$ cat src/rtl/strap_pkg.sv
package strap_pkg;
  localparam int          NPIN       = 5;
  localparam int          FS_W       = 4;
  localparam int          IDX_MODE   = 4;
  localparam logic [4:0]  STRAP_DFLT = 5'b10111;
  localparam logic [3:0]  CODE_DFLT  = STRAP_DFLT[FS_W-1:0];
endpackage

$ cat src/rtl/strap_rst_sync.sv
module strap_rst_sync (
  input  logic clk,
  input  logic arst_n,
  output logic srst_n
);
  logic [1:0] stage_q;
  logic [1:0] stage_d;

  always_comb begin
    stage_d = {stage_q[0], 1'b1};
  end

  always_ff @(posedge clk or negedge arst_n) begin
    if (!arst_n) stage_q <= 2'b00;
    else         stage_q <= stage_d;
  end

  assign srst_n = stage_q[1];
endmodule

$ cat src/rtl/strap_win_timer.sv
module strap_win_timer #(
  parameter int WIN_CYC = 28636
) (
  input  logic clk,
  input  logic por_n,
  output logic last_o,
  output logic done_o
);
  localparam int               CNT_W = (WIN_CYC > 2) ? $clog2(WIN_CYC) : 1;
  localparam logic [CNT_W-1:0] LAST  = CNT_W'(WIN_CYC - 1);

  logic [CNT_W-1:0] cnt_q, cnt_d;
  logic             done_q, done_d;
  logic             at_last;

  assign at_last = !done_q && (cnt_q == LAST);

  always_comb begin
    cnt_d  = cnt_q;
    done_d = done_q;
    if (!done_q) begin
      if (at_last) done_d = 1'b1;
      else         cnt_d  = cnt_q + 1'b1;
    end
  end

  always_ff @(posedge clk or negedge por_n) begin
    if (!por_n) begin
      cnt_q  <= '0;
      done_q <= 1'b0;
    end else begin
      cnt_q  <= cnt_d;
      done_q <= done_d;
    end
  end

  assign last_o = at_last;
  assign done_o = done_q;
endmodule

$ cat src/rtl/strap_capture.sv
module strap_capture #(
  parameter int             NP   = 5,
  parameter logic [NP-1:0]  DFLT = '1
) (
  input  logic          clk,
  input  logic          por_n,
  input  logic [NP-1:0] pin_i,
  input  logic          take_i,
  output logic [NP-1:0] strap_o
);
  for (genvar i = 0; i < NP; i++) begin : g_bit
    logic meta_q, sync_q, hold_q;
    logic hold_d;

    always_comb begin
      hold_d = hold_q;
      if (take_i) hold_d = sync_q;
    end

    always_ff @(posedge clk or negedge por_n) begin
      if (!por_n) begin
        meta_q <= 1'b0;
        sync_q <= 1'b0;
        hold_q <= DFLT[i];
      end else begin
        meta_q <= pin_i[i];
        sync_q <= meta_q;
        hold_q <= hold_d;
      end
    end

    assign strap_o[i] = hold_q;
  end
endmodule

$ cat src/rtl/strap_ctrl.sv
module strap_ctrl
  import strap_pkg::*;
#(
  parameter int WIN_CYC = 28636
) (
  input  logic            clk,
  input  logic            pwr_good,
  input  logic            rst_n,
  input  logic [NPIN-1:0] pin_in,
  input  logic            sw_sel,
  input  logic [FS_W-1:0] sw_code,
  input  logic            shr_stop_n,
  output logic [NPIN-1:0] pin_oe,
  output logic [NPIN-1:0] strap_q,
  output logic [FS_W-1:0] freq_code,
  output logic            shr_oe,
  output logic            stop_req
);
  logic por_n, srst_n;
  logic win_last, win_done;
  logic [FS_W-1:0] code_q, code_d;

  strap_rst_sync u_por_sync (.clk(clk), .arst_n(pwr_good), .srst_n(por_n));
  strap_rst_sync u_sys_sync (.clk(clk), .arst_n(rst_n),    .srst_n(srst_n));

  strap_win_timer #(.WIN_CYC(WIN_CYC)) u_timer (
    .clk(clk), .por_n(por_n), .last_o(win_last), .done_o(win_done)
  );

  strap_capture #(.NP(NPIN), .DFLT(STRAP_DFLT)) u_cap (
    .clk(clk), .por_n(por_n), .pin_i(pin_in), .take_i(win_last), .strap_o(strap_q)
  );

  always_comb begin
    code_d = sw_sel ? sw_code : strap_q[FS_W-1:0];
  end

  always_ff @(posedge clk or negedge srst_n) begin
    if (!srst_n) code_q <= CODE_DFLT;
    else         code_q <= code_d;
  end

  assign freq_code = code_q;
  assign pin_oe    = {NPIN{win_done}};
  assign shr_oe    = win_done &  strap_q[IDX_MODE];
  assign stop_req  = win_done & ~strap_q[IDX_MODE] & ~shr_stop_n;
endmodule

$ cat config.mk
export PLATFORM = sky130hd
export DESIGN_NAME = strap_ctrl
export DESIGN_NICKNAME = d
export VERILOG_FILES = /design/src/rtl/strap_pkg.sv /design/src/rtl/strap_rst_sync.sv /design/src/rtl/strap_win_timer.sv /design/src/rtl/strap_capture.sv /design/src/rtl/strap_ctrl.sv
export SDC_FILE = /design/constraint.sdc
export NUM_CORES = 1
export LEC_CHECK = 0
export BUFFER_PORTS_ARGS = -buffer_cell sky130_fd_sc_hd__buf_4
export CAP_MARGIN = 20
export CORE_AREA = 2 2 61 63
export DETAILED_ROUTE_END_ITERATION = 6
export DIE_AREA = 0 0 63 65
export GPL_ROUTABILITY_DRIVEN = 0
export PLACE_DENSITY = 0.67
export SLEW_MARGIN = 20
export SYNTH_ARGS = -nofsm -noshare
export SYNTH_HDL_FRONTEND = slang
export SYNTH_HIERARCHICAL = 1
export SYNTH_SLANG_ARGS = --single-unit
$ cat constraint.sdc
create_clock -name clk -period 1.1 [get_ports clk]
set_clock_uncertainty 0.15 [all_clocks]
set_input_delay 0.11 -clock clk [delete_from_list [all_inputs] [get_ports clk]]
set_output_delay 0.11 -clock clk [all_outputs]
set_load 0.1 [all_outputs]
==> results.md, run 1 <==
* CP bufs+invs at 0
* Vias in the first global route at 1287
* Pwr per Cell Area at 961 nW/µm²
* Max IR drop VDD at 0.800 mV
* Setup TNS at -16.55 ns
* Initial DRT Pass Iterations at 4
* Status: complete, but fails checks
* GRT Overall Usage at 0.211
* Wire length per cell at 16.2 µm
* Placed Cells at 204
* Antenna viol nets, final at 0
* Synth Area in Simple Gates at 0.157
* CTS tree: done
* RSZ-0062 raised after global routing: true
* H-tree Lvls at 2
* Mux share of post-synthesis cell area at 0.0715
* Slew Viols, Final at 0
* Critical path peak fanout at 5
* Main combinational cell family by area after synthesis: simple AND/OR/NAND/NOR gates
* Clock Path Buffers at 2
* Share of layout cells above drive strength 1 at 0.607
* DIE WIDTH at 63 µm
* Final setup fails at 37
* Fin. Hold Viols at 6
* Worst reg2reg path depth at 4
* Fraction of the mapped netlist area in compound gates at 0.00477
* DR iter-0 viols at 64
* Total die area at 4100 µm²
* Final setup margin at -0.714 ns
* Cts bufs inserted at 5
* Critical R2R Launch: u_timer/cnt_q[5]
* Core Area at 3500 µm²
* Seq cells post-synth at 39
* First-pass GRT wire length at 6.29 mm
* Design area at 2750 µm²
* Max Cap Viol at 0
* Area Overhead vs Synth at 75.0%
* Hold WC Path Type: reg2async
* Fmax at 0.551 GHz
* Die Y at 65 µm
* Reg2Reg Setup Slack at -0.71 ns
* Net Count, Synth at 126
* I/O Buffers at 29
* Grt ovf at 0
* Placement Cell Area at 2060 µm²
* Leak pwr at 1.24 nW
* Clock transition at path regs at 0.11 ns
* Crit-path max cell delay at 0.42 ns
* Avg Cell Area, Syn at 14.2 µm²
* CTS root buf: clkbuf_4
* Crit-path slowest cell: dfrtp_1
* DR DRC count at 0
* Routed via count at 1190
* CP top delay family: simple AND/OR/NAND/NOR gates
* Xor and xnor area share after synthesis at 0.0723
* Mapped cell area at 1570 µm²
* CP cell instances: and4bb_1, nand4_1, nor3_4, mux2_2
* Initial Util at 0.450
* Filler cell count at 201
* Register area share after synthesis at 0.626
* Mapped Cells at 111
* # clock sinks at 39
* Layout Cells excl Fill at 245
* I/O pins at 30
* Largest net degree at the start of global routing at 23
* Fin crit share at 1.65
* Required time worst endpoint at 1.24 ns
* Via-to-Cell Ratio at 4.86
* Setup Crit Path Kind: reg2reg
* Fin Hold WS at -0.0131 ns
* Cell row count at 22
* Synth Area in Adders at 0.00795
* CP endpoint kind: flop
* Post-DP HPWL at 2.14 mm
* Total Nets Final at 210
* Failing checks: hold timing, setup timing
* Overall routed net length at 3.97 mm
* Clock period minus final worst setup slack at 1.81 ns
* Unique masters post-synth at 31
* Crit path arrival time at 1.95 ns
* Total number of yosys warnings at 6
* Initial antenna violation count at 1
* R2R Path End: u_cap/g_bit[2].hold_q
* Startpoint Class: flop
* Worst skew pair latency at 0.34 ns
## layer usage
metal,vias to the layer above,part of all wire,global-route usage
li1,546,-,-
met1,593,0.35,0.216
met2,39,0.57,0.398
met3,12,0.043,0.0521
met4,0,0.033,0.103
met5,-,0,0
## Yosys cell counts
cell,n,area [µm²]
nor4_2,2,25.0
nand4_2,1,12.5
or2b_1,1,7.51
and3_1,1,6.26
nor3_1,1,5.00
o21a_1,1,7.51
nor3_2,1,10.0
nand4b_1,1,8.76
ha_1,1,12.5
and4_1,1,8.76
inv_1,2,7.51
conb_1,2,7.51
and4bb_1,1,12.5
dfstp_2,7,184
dfrtp_1,32,801
nand3_1,7,35.0
nor2_1,1,3.75
or4_4,1,11.3
and4b_1,1,10.0
and4b_4,1,13.8
buf_4,10,75.1
buf_2,1,5.00
nor3b_1,4,30.0
nand2_1,2,7.51
mux2_2,10,113
xnor2_1,6,52.6
nor4_1,1,6.26
nand4_1,2,12.5
nor4b_2,1,15.0
and2_1,1,6.26
xor2_1,7,61.3
## where the power goes
part           leakage [nW]  switching, mW  internal, mW
sequential            0.474         0.0228          1.47
clock                0.0385          0.465         0.479
combinational         0.729          0.100         0.106
## stage by stage
stage / utilization / hold slack, ns / setup WS (ns) / power (mW)
floorplan: - / -0.336 / -0.539 / 1.59
global placement: 0.589 / -0.258 / -0.560 / 1.66
detailed placement: 0.589 / -0.257 / -0.648 / 1.66
CTS: 0.767 / -0.0105 / -0.655 / 2.66
global route: 0.788 / 0.00745 / -0.751 / 2.73
finish: 0.788 / -0.0131 / -0.714 / 2.65
## placed cells by master (no fill, tap or decap), types with 2 or more instances in the layout
cell           instances
buf_8                  2
nand3_1                5
dfrtp_2                2
dfrtp_1               30
nand4_1                2
buf_4                 41
nand3_2                2
nor3b_4                4
xor2_1                 7
clkbuf_4               5
dfstp_2                7
mux2_4                 2
conb_1                 2
buf_12                18
xnor2_1                6
buf_6                 12
dlygate4sd3_1         15
nor4_4                 2
nor3_4                 2
mux2_2                 8
## cell type report
| cell class | instances | area [µm²] | area share |
|---|---|---|---|
| sequential | 39 | 987 | 0.358 |
| timing repair buffer | 88 | 983 | 0.357 |
| multi-input combinational | 59 | 634 | 0.230 |
| tap | 48 | 60.1 | 0.0218 |
| clock buffer | 6 | 41.3 | 0.0150 |
| clock inverter | 2 | 37.5 | 0.0136 |
| inverter | 2 | 7.51 | 0.00273 |
| antenna | 1 | 2.50 | 0.000909 |
## sequential cells by signal (all words and copies together) (netlist names)
name and flops:
u_timer/done_o 1, freq_code 4, u_por_sync/stage_q 2, u_cap/g_bit.hold_q 5
u_cap/g_bit.meta_q 5, u_sys_sync/stage_q 2, u_cap/g_bit.sync_q 5, u_timer/cnt_q 15
## cell families (layout without fill, tap and decap cells)
family	count (synthesis)	after routing
DFF	39	39
and+or+nand+nor	32	32
xor gates and xnor gates	13	13
buffers and inverters	13	98
muxes	10	10
other	2	3
adders and majority gates	1	1
AOI/OAI and AO/OA	1	1
## repair_timing
item	4_1_cts	5_1_grt
resized for setup	63	11
pin swaps	12	4
buffers inserted	14	4
hold buffers	15	0
endpoints found under the setup margin	37	38
hold endpoints to repair	20	0
## worst register-to-register path, cell delays in order, from the launching register on
cell      delay [ns]
dfrtp_1         0.42
and4bb_1        0.32
nand4_1         0.18
nor3_4          0.31
mux2_2          0.38
## worst max path at each step
| stage | slack, ns | cells past startpoint | endpoint | start |
|---|---|---|---|---|
| after floorplan | -0.54 | 4 | u_cap/g_bit[3].hold_q | u_timer/cnt_q[2] |
| after global placement | -0.56 | 4 | u_cap/g_bit[4].hold_q | u_timer/cnt_q[5] |
| after detailed placement | -0.65 | 4 | u_cap/g_bit[2].hold_q | u_timer/cnt_q[5] |
| after CTS | -0.66 | 4 | u_cap/g_bit[2].hold_q | u_timer/cnt_q[5] |
| after global routing | -0.75 | 4 | u_cap/g_bit[2].hold_q | u_timer/cnt_q[5] |
| final | -0.71 | 4 | u_cap/g_bit[2].hold_q | u_timer/cnt_q[5] |
No activity file was read; power rests on OpenSTA's default activity.
==> run 2: changes to the inputs <==
BUFFER_PORTS_ARGS = not set   (was -buffer_cell sky130_fd_sc_hd__buf_4)
CORE_AREA = 2 2 57 59   (was 2 2 61 63)
DIE_AREA = 0 0 59 61   (was 0 0 63 65)
DONT_BUFFER_PORTS = 1   (was not set)
MAX_ROUTING_LAYER = met4   (was not set)
==> results.md, run 2 (same netlist as run 1, synthesis figures left out) <==
* Status: complete, but fails checks
* Failing checks: hold timing, setup timing
* Area Overhead vs Synth at 56.5%
* Critical R2R Launch: u_timer/cnt_q[5]
* Antenna viol nets, final at 0 (unchanged)
* Initial Util at 0.533 (+0.0828)
* Clock period minus final worst setup slack at 1.75 ns (-0.0625 ns)
* R2R Path End: u_timer/cnt_q[11]
* RSZ-0062 raised after global routing: true
* Critical path peak fanout at 2 (-3)
* Placement Cell Area at 2030 µm² (-1.2%)
* Clock transition at path regs at 0.13 ns (+0.02 ns)
* Hold WC Path Type: reg2async
* CTS Hold Bufs at 15 (unchanged)
* Fin crit share at 1.59 (-0.0568)
* Total die area at 3600 µm² (-12%)
* CTS tree: done
* Max Cap Viol at 0 (unchanged)
* Final setup margin at -0.652 ns (+0.0625 ns)
* GRT Overall Usage at 0.229 (+0.0183)
* Fin. Hold Viols at 7 (+1)
* Fin Hold WS at -0.0387 ns (-0.0256 ns)
* Design area at 2460 µm² (-11%)
* Final setup fails at 37 (unchanged)
* I/O pins at 30 (unchanged)
* # clock sinks at 39 (unchanged)
* Initial antenna violation count at 0 (-1)
* Setup crit end: u_timer/cnt_q[11]
* Initial DRT Pass Iterations at 4 (unchanged)
* Wire length per cell at 17.4 µm (+7.8%)
* Ant. Diodes at 0 (-1)
* Cts bufs inserted at 5 (unchanged)
* Vias in the first global route at 1161 (-9.8%)
* H-tree Lvls at 2 (unchanged)
* Worst skew pair latency at 0.35 ns (about the same)
* First-pass GRT wire length at 5.56 mm (-12%)
* Most common cell after layout, fill and taps aside: buf_4
* Core Area at 2950 µm² (-16%)
* Fmax at 0.571 GHz (+3.6%)
* Cell row count at 20 (-9.1%)
* Largest net degree at the start of global routing at 25 (+8.7%)
* Post-DP HPWL at 2.15 mm (+0.50%)
* CP endpoint kind: flop
* Setup Crit Path Kind: reg2reg
* Die Y at 61 µm (-6.2%)
* Slew Viols, Final at 0 (unchanged)
* Required time worst endpoint at 1.23 ns (about the same)
* Most frequent cells in the layout: buf_4, dfrtp_1, dlygate4sd3_1
* Via-to-Cell Ratio at 5.16 (+6.2%)
* Reg2Reg Setup Slack at -0.65 ns (+0.06 ns)
* DIE WIDTH at 59 µm (-6.3%)
* Crit path arrival time at 1.88 ns (-0.07 ns)
* Startpoint Class: flop
* DR DRC count at 0 (unchanged)
* Clock Path Buffers at 2 (unchanged)
* Leak pwr at 1.11 nW (-11%)
* Worst reg2reg path depth at 6 (+2)
* Max reg flops at 15 (unchanged)
* Max IR drop VDD at 1.44 mV (+81%)
* Critical Path Start: u_timer/cnt_q[5]
* Filler cell count at 147 (-27%)
* Design Power at 2.43 mW (-8.3%)
* Share of layout cells above drive strength 1 at 0.571 (-0.0365)
* I/O Buffers at 0 (-100%)
* Top reg by flops: u_timer/cnt_q
* Total Nets Final at 191 (-9.0%)
* DR iter-0 viols at 39 (-39%)
* Placed Cells at 171 (-16%)
* Overall routed net length at 3.66 mm (-7.6%)
* Pwr per Cell Area at 984 nW/µm² (+2.5%)
* Routed via count at 1083 (-9.0%)
* Grt ovf at 0 (unchanged)
* CTS root buf: clkbuf_4
* Layout Cells excl Fill at 210 (-14%)
==> run 2: cell count changes in the layout (fill, tap and decap cells not counted), moves of 2 or more <==
| cell | change |
|---|---|
| buf_12 | -7 |
| buf_8 | -2 |
| buf_6 | -5 |
| buf_4 | -6 |
==> run 2: what timing repair did <==
item,in CTS,in global routing
setup buffers,9,7
pin swaps,6,12
resized for setup,12,8
endpoints found under the hold margin,21,7
endpoints found under the setup margin,37,38
==> run 2: routing by layer <==
| layer | global-route usage | wire [µm] | vias up |
|---|---|---|---|
| met5 | - | 0 | - |
| met4 | 0.0682 | 22 | 0 |
| met3 | 0.0640 | 128 | 3 |
| met2 | 0.408 | 2010 | 26 |
| met1 | 0.248 | 1500 | 553 |
| li1 | - | - | 501 |
==> run 2: worst max-delay path, cell delays in order, from the launching register on <==
cell and delay [ns]:
dfrtp_1 0.36, buf_4 0.11, nand4_1 0.15, buf_4 0.19, or4_4 0.42, nor3_4 0.13
xor2_1 0.16
==> run 2: how the worst min path moves through the flow <==
| stage | startpoint | endpoint | depth (start not counted) |
|---|---|---|---|
| 6_report | u_por_sync/stage_q[1] | u_cap/g_bit[2].meta_q | 0 |
| 5_1_grt | u_por_sync/stage_q[1] | u_timer/done_o | 0 |
| 4_1_cts | u_por_sync/stage_q[1] | u_timer/done_o | 0 |
| 3_5_place_dp | rst_n | u_sys_sync/stage_q[0] | 0 |
| 3_3_place_gp | rst_n | u_sys_sync/stage_q[0] | 0 |
| 2_1_floorplan | pwr_good | u_por_sync/stage_q[0] | 0 |
==> run 2: per-stage QoR <==
step / util / setup slack [ns] / setup TNS, ns
floorplan: - / -0.539 / -8.92
global placement: 0.689 / -0.567 / -10.90
detailed placement: 0.689 / -0.613 / -11.57
CTS: 0.803 / -0.635 / -16.77
global route: 0.834 / -0.723 / -18.74
finish: 0.834 / -0.652 / -16.68
==> run 2: where the power goes <==
part           internal, mW  switching (mW)  total, mW
combinational        0.0797          0.0940      0.174
sequential             1.47          0.0223       1.50
clock                 0.256           0.501      0.756
==> run 2: layout make-up <==
class | instances | area (µm²) | area share
multi-input cells | 59 | 623 | 0.253
clock inverters | 3 | 23.8 | 0.00965
flip-flops and latches | 39 | 991 | 0.402
clock buffers | 5 | 37.5 | 0.0152
inverters | 2 | 7.51 | 0.00305
repair buffers | 69 | 739 | 0.300
well taps | 33 | 41.3 | 0.0168
==> run 3: changes to the inputs <==
--- a/constraint.sdc
+++ b/constraint.sdc
@@ -3,3 +3,3 @@
 set_input_delay 0.11 -clock clk [delete_from_list [all_inputs] [get_ports clk]]
 set_output_delay 0.11 -clock clk [all_outputs]
-set_load 0.1 [all_outputs]
+set_load 0.02 [all_outputs]
==> results.md, run 3 (same netlist as run 1, synthesis figures left out) <==
* Total Nets Final at 179 (-6.3%)
* Vias in the first global route at 1057 (-9.0%)
* CP endpoint kind: flop
* I/O pins at 30 (unchanged)
* Fmax at 0.578 GHz (+1.3%)
* Worst skew pair latency at 0.35 ns (about the same)
* Design area at 2280 µm² (-7.6%)
* Final setup margin at -0.630 ns (+0.0216 ns)
* Fin Hold WS at 0.00204 ns (+0.0407 ns)
* Top reg by flops: u_timer/cnt_q
* Total die area at 3600 µm² (unchanged)
* Max Cap Viol at 0 (unchanged)
* Final setup fails at 36 (-2.7%)
* Fin. Hold Viols at 0 (-7)
* Slew Viols, Final at 0 (unchanged)
* Initial DRT Pass Iterations at 4 (unchanged)
* GRT Overall Usage at 0.205 (-0.0239)
* Largest net degree at the start of global routing at 20 (-20%)
* Internal power at 1.84 mW (+2.0%)
* Storage cell area at 987 µm² (-0.38%)
* I/O Buffers at 0 (unchanged)
* Crit-path max cell delay at 0.41 ns (about the same)
* Setup TNS at -13.20 ns (+3.48 ns)
* Fin crit share at 1.57 (-0.0197)
* Leak pwr at 1.03 nW (-7.1%)
* Failing checks: setup timing
* Post-DP HPWL at 1.94 mm (-9.5%)
* RSZ-0062 raised after global routing: true
* Clock Path Buffers at 2 (unchanged)
* Gate power share at 0.033 (-0.039)
* Design Power at 2.36 mW (-2.5%)
* DR iter-0 viols at 26 (-33%)
* Critical path peak fanout at 5 (+3)
* Setup Crit Path Kind: reg2reg
* Startpoint Class: flop
* Area occupied by multi-input gates at 623 µm² (unchanged)
* Grt ovf at 0 (unchanged)
* Cell row count at 20 (unchanged)
* Die Y at 61 µm (unchanged)
* Sequential share of power at 0.636 (+0.019)
* Pwr per Cell Area at 1040 nW/µm² (+5.5%)
* Overall routed net length at 3.01 mm (-18%)
* DIE WIDTH at 59 µm (unchanged)
* Clock period minus final worst setup slack at 1.73 ns (-0.0216 ns)
* Clock power frac at 0.332 (+0.020)
* Switching share of power at 0.220 (-0.0346)
* Max reg flops at 15 (unchanged)
* Max IR drop VDD at 0.894 mV (-38%)
* Initial antenna violation count at 0 (unchanged)
* Clock transition at path regs at 0.12 ns (about the same)
* Most frequent cells in the layout: dfrtp_1, buf_4, dlygate4sd3_1
* Required time worst endpoint at 1.23 ns (about the same)
* Crit-path slowest cell: dfrtp_1
* DR DRC count at 0 (unchanged)
* Cts bufs inserted at 5 (unchanged)
* Core Area at 2950 µm² (unchanged)
* CTS tree: done
* CTS root buf: clkbuf_4
* Net Sw Power at 0.519 mW (-16%)
* Layout Cells excl Fill at 198 (-5.7%)
* Share of layout cells above drive strength 1 at 0.521 (-0.0494)
* Placed Cells at 159 (-7.0%)
* Area Overhead vs Synth at 44.6%
* Crit path arrival time at 1.86 ns (-0.02 ns)
* Antenna viol nets, final at 0 (unchanged)
* Status: complete, but fails checks
* Filler cell count at 182 (+24%)
* Wire length per cell at 15.2 µm (-13%)
* Most common cell after layout, fill and taps aside: dfrtp_1
* Via-to-Cell Ratio at 5.16 (about the same)
* Routed via count at 1022 (-5.6%)
* First-pass GRT wire length at 4.97 mm (-11%)
* Initial Util at 0.533 (unchanged)
* Hold WC Path Type: reg2async
* CP cell instances: and4bb_1, nand4_1, nor3_4, mux2_2
* H-tree Lvls at 2 (unchanged)
* Placement Cell Area at 1830 µm² (-10%)
* Pre-CTS setup slack at -0.587 ns (+0.0262 ns)
* # clock sinks at 39 (unchanged)
* Ant. Diodes at 0 (unchanged)
* Final Util at 0.771 (-0.0636)
## run 3: final cells by class
cell class	instances	area share
inverter	2	0.00330
clock buffer	7	0.0242
timing repair buffer	57	0.243
sequential	39	0.434
multi-input combinational	59	0.274
tap	33	0.0181
clock inverter	1	0.00385
## run 3: layer usage
layer,routed length [µm],vias to the layer above,GRT usage
met3,109,5,0.0384
met4,54,0,0.107
met5,0,-,-
li1,-,487,-
met2,1560,25,0.346
met1,1290,505,0.232
## run 3: final timing paths
path | startpoint | to | slack (ns) | depth (start not counted)
max | u_timer/cnt_q[5] | u_cap/g_bit[1].hold_q | -0.63 | 4
min | u_por_sync/stage_q[1] | u_timer/cnt_q[0] | 0.002 | 0
max reg2reg | u_timer/cnt_q[5] | u_cap/g_bit[1].hold_q | -0.63 | 4
min reg2reg | u_por_sync/stage_q[1] | u_timer/cnt_q[0] | 0.002 | 0
max in group asynchronous | u_sys_sync/stage_q[1] | freq_code[3] | 0.20 | 1
min in group clk | shr_stop_n | stop_req | 0.11 | 1
## run 3: critical path: cells and delay by family, from the launching register on
family,cells,cell delay [ns]
DFF,1,0.41
muxes,1,0.38
and+or+nand+nor,3,0.72
## run 3: what timing repair did
action	CTS	global route
endpoints found under the setup margin	36	36
pin swaps	14	13
hold endpoints to repair	14	0
gates resized for setup	18	6
setup buffers	15	3
hold buffers	15	0
## run 3: power by group through the flow
stage	Clock [mW]	Sequential [mW]	Combinational (mW)
2_1_floorplan	0	1.53	0.0101
3_3_place_gp	0	1.53	0.0312
3_5_place_dp	0	1.53	0.0326
4_1_cts	0.812	1.50	0.0786
5_1_grt	0.871	1.51	0.0859
6_report	0.784	1.50	0.0771
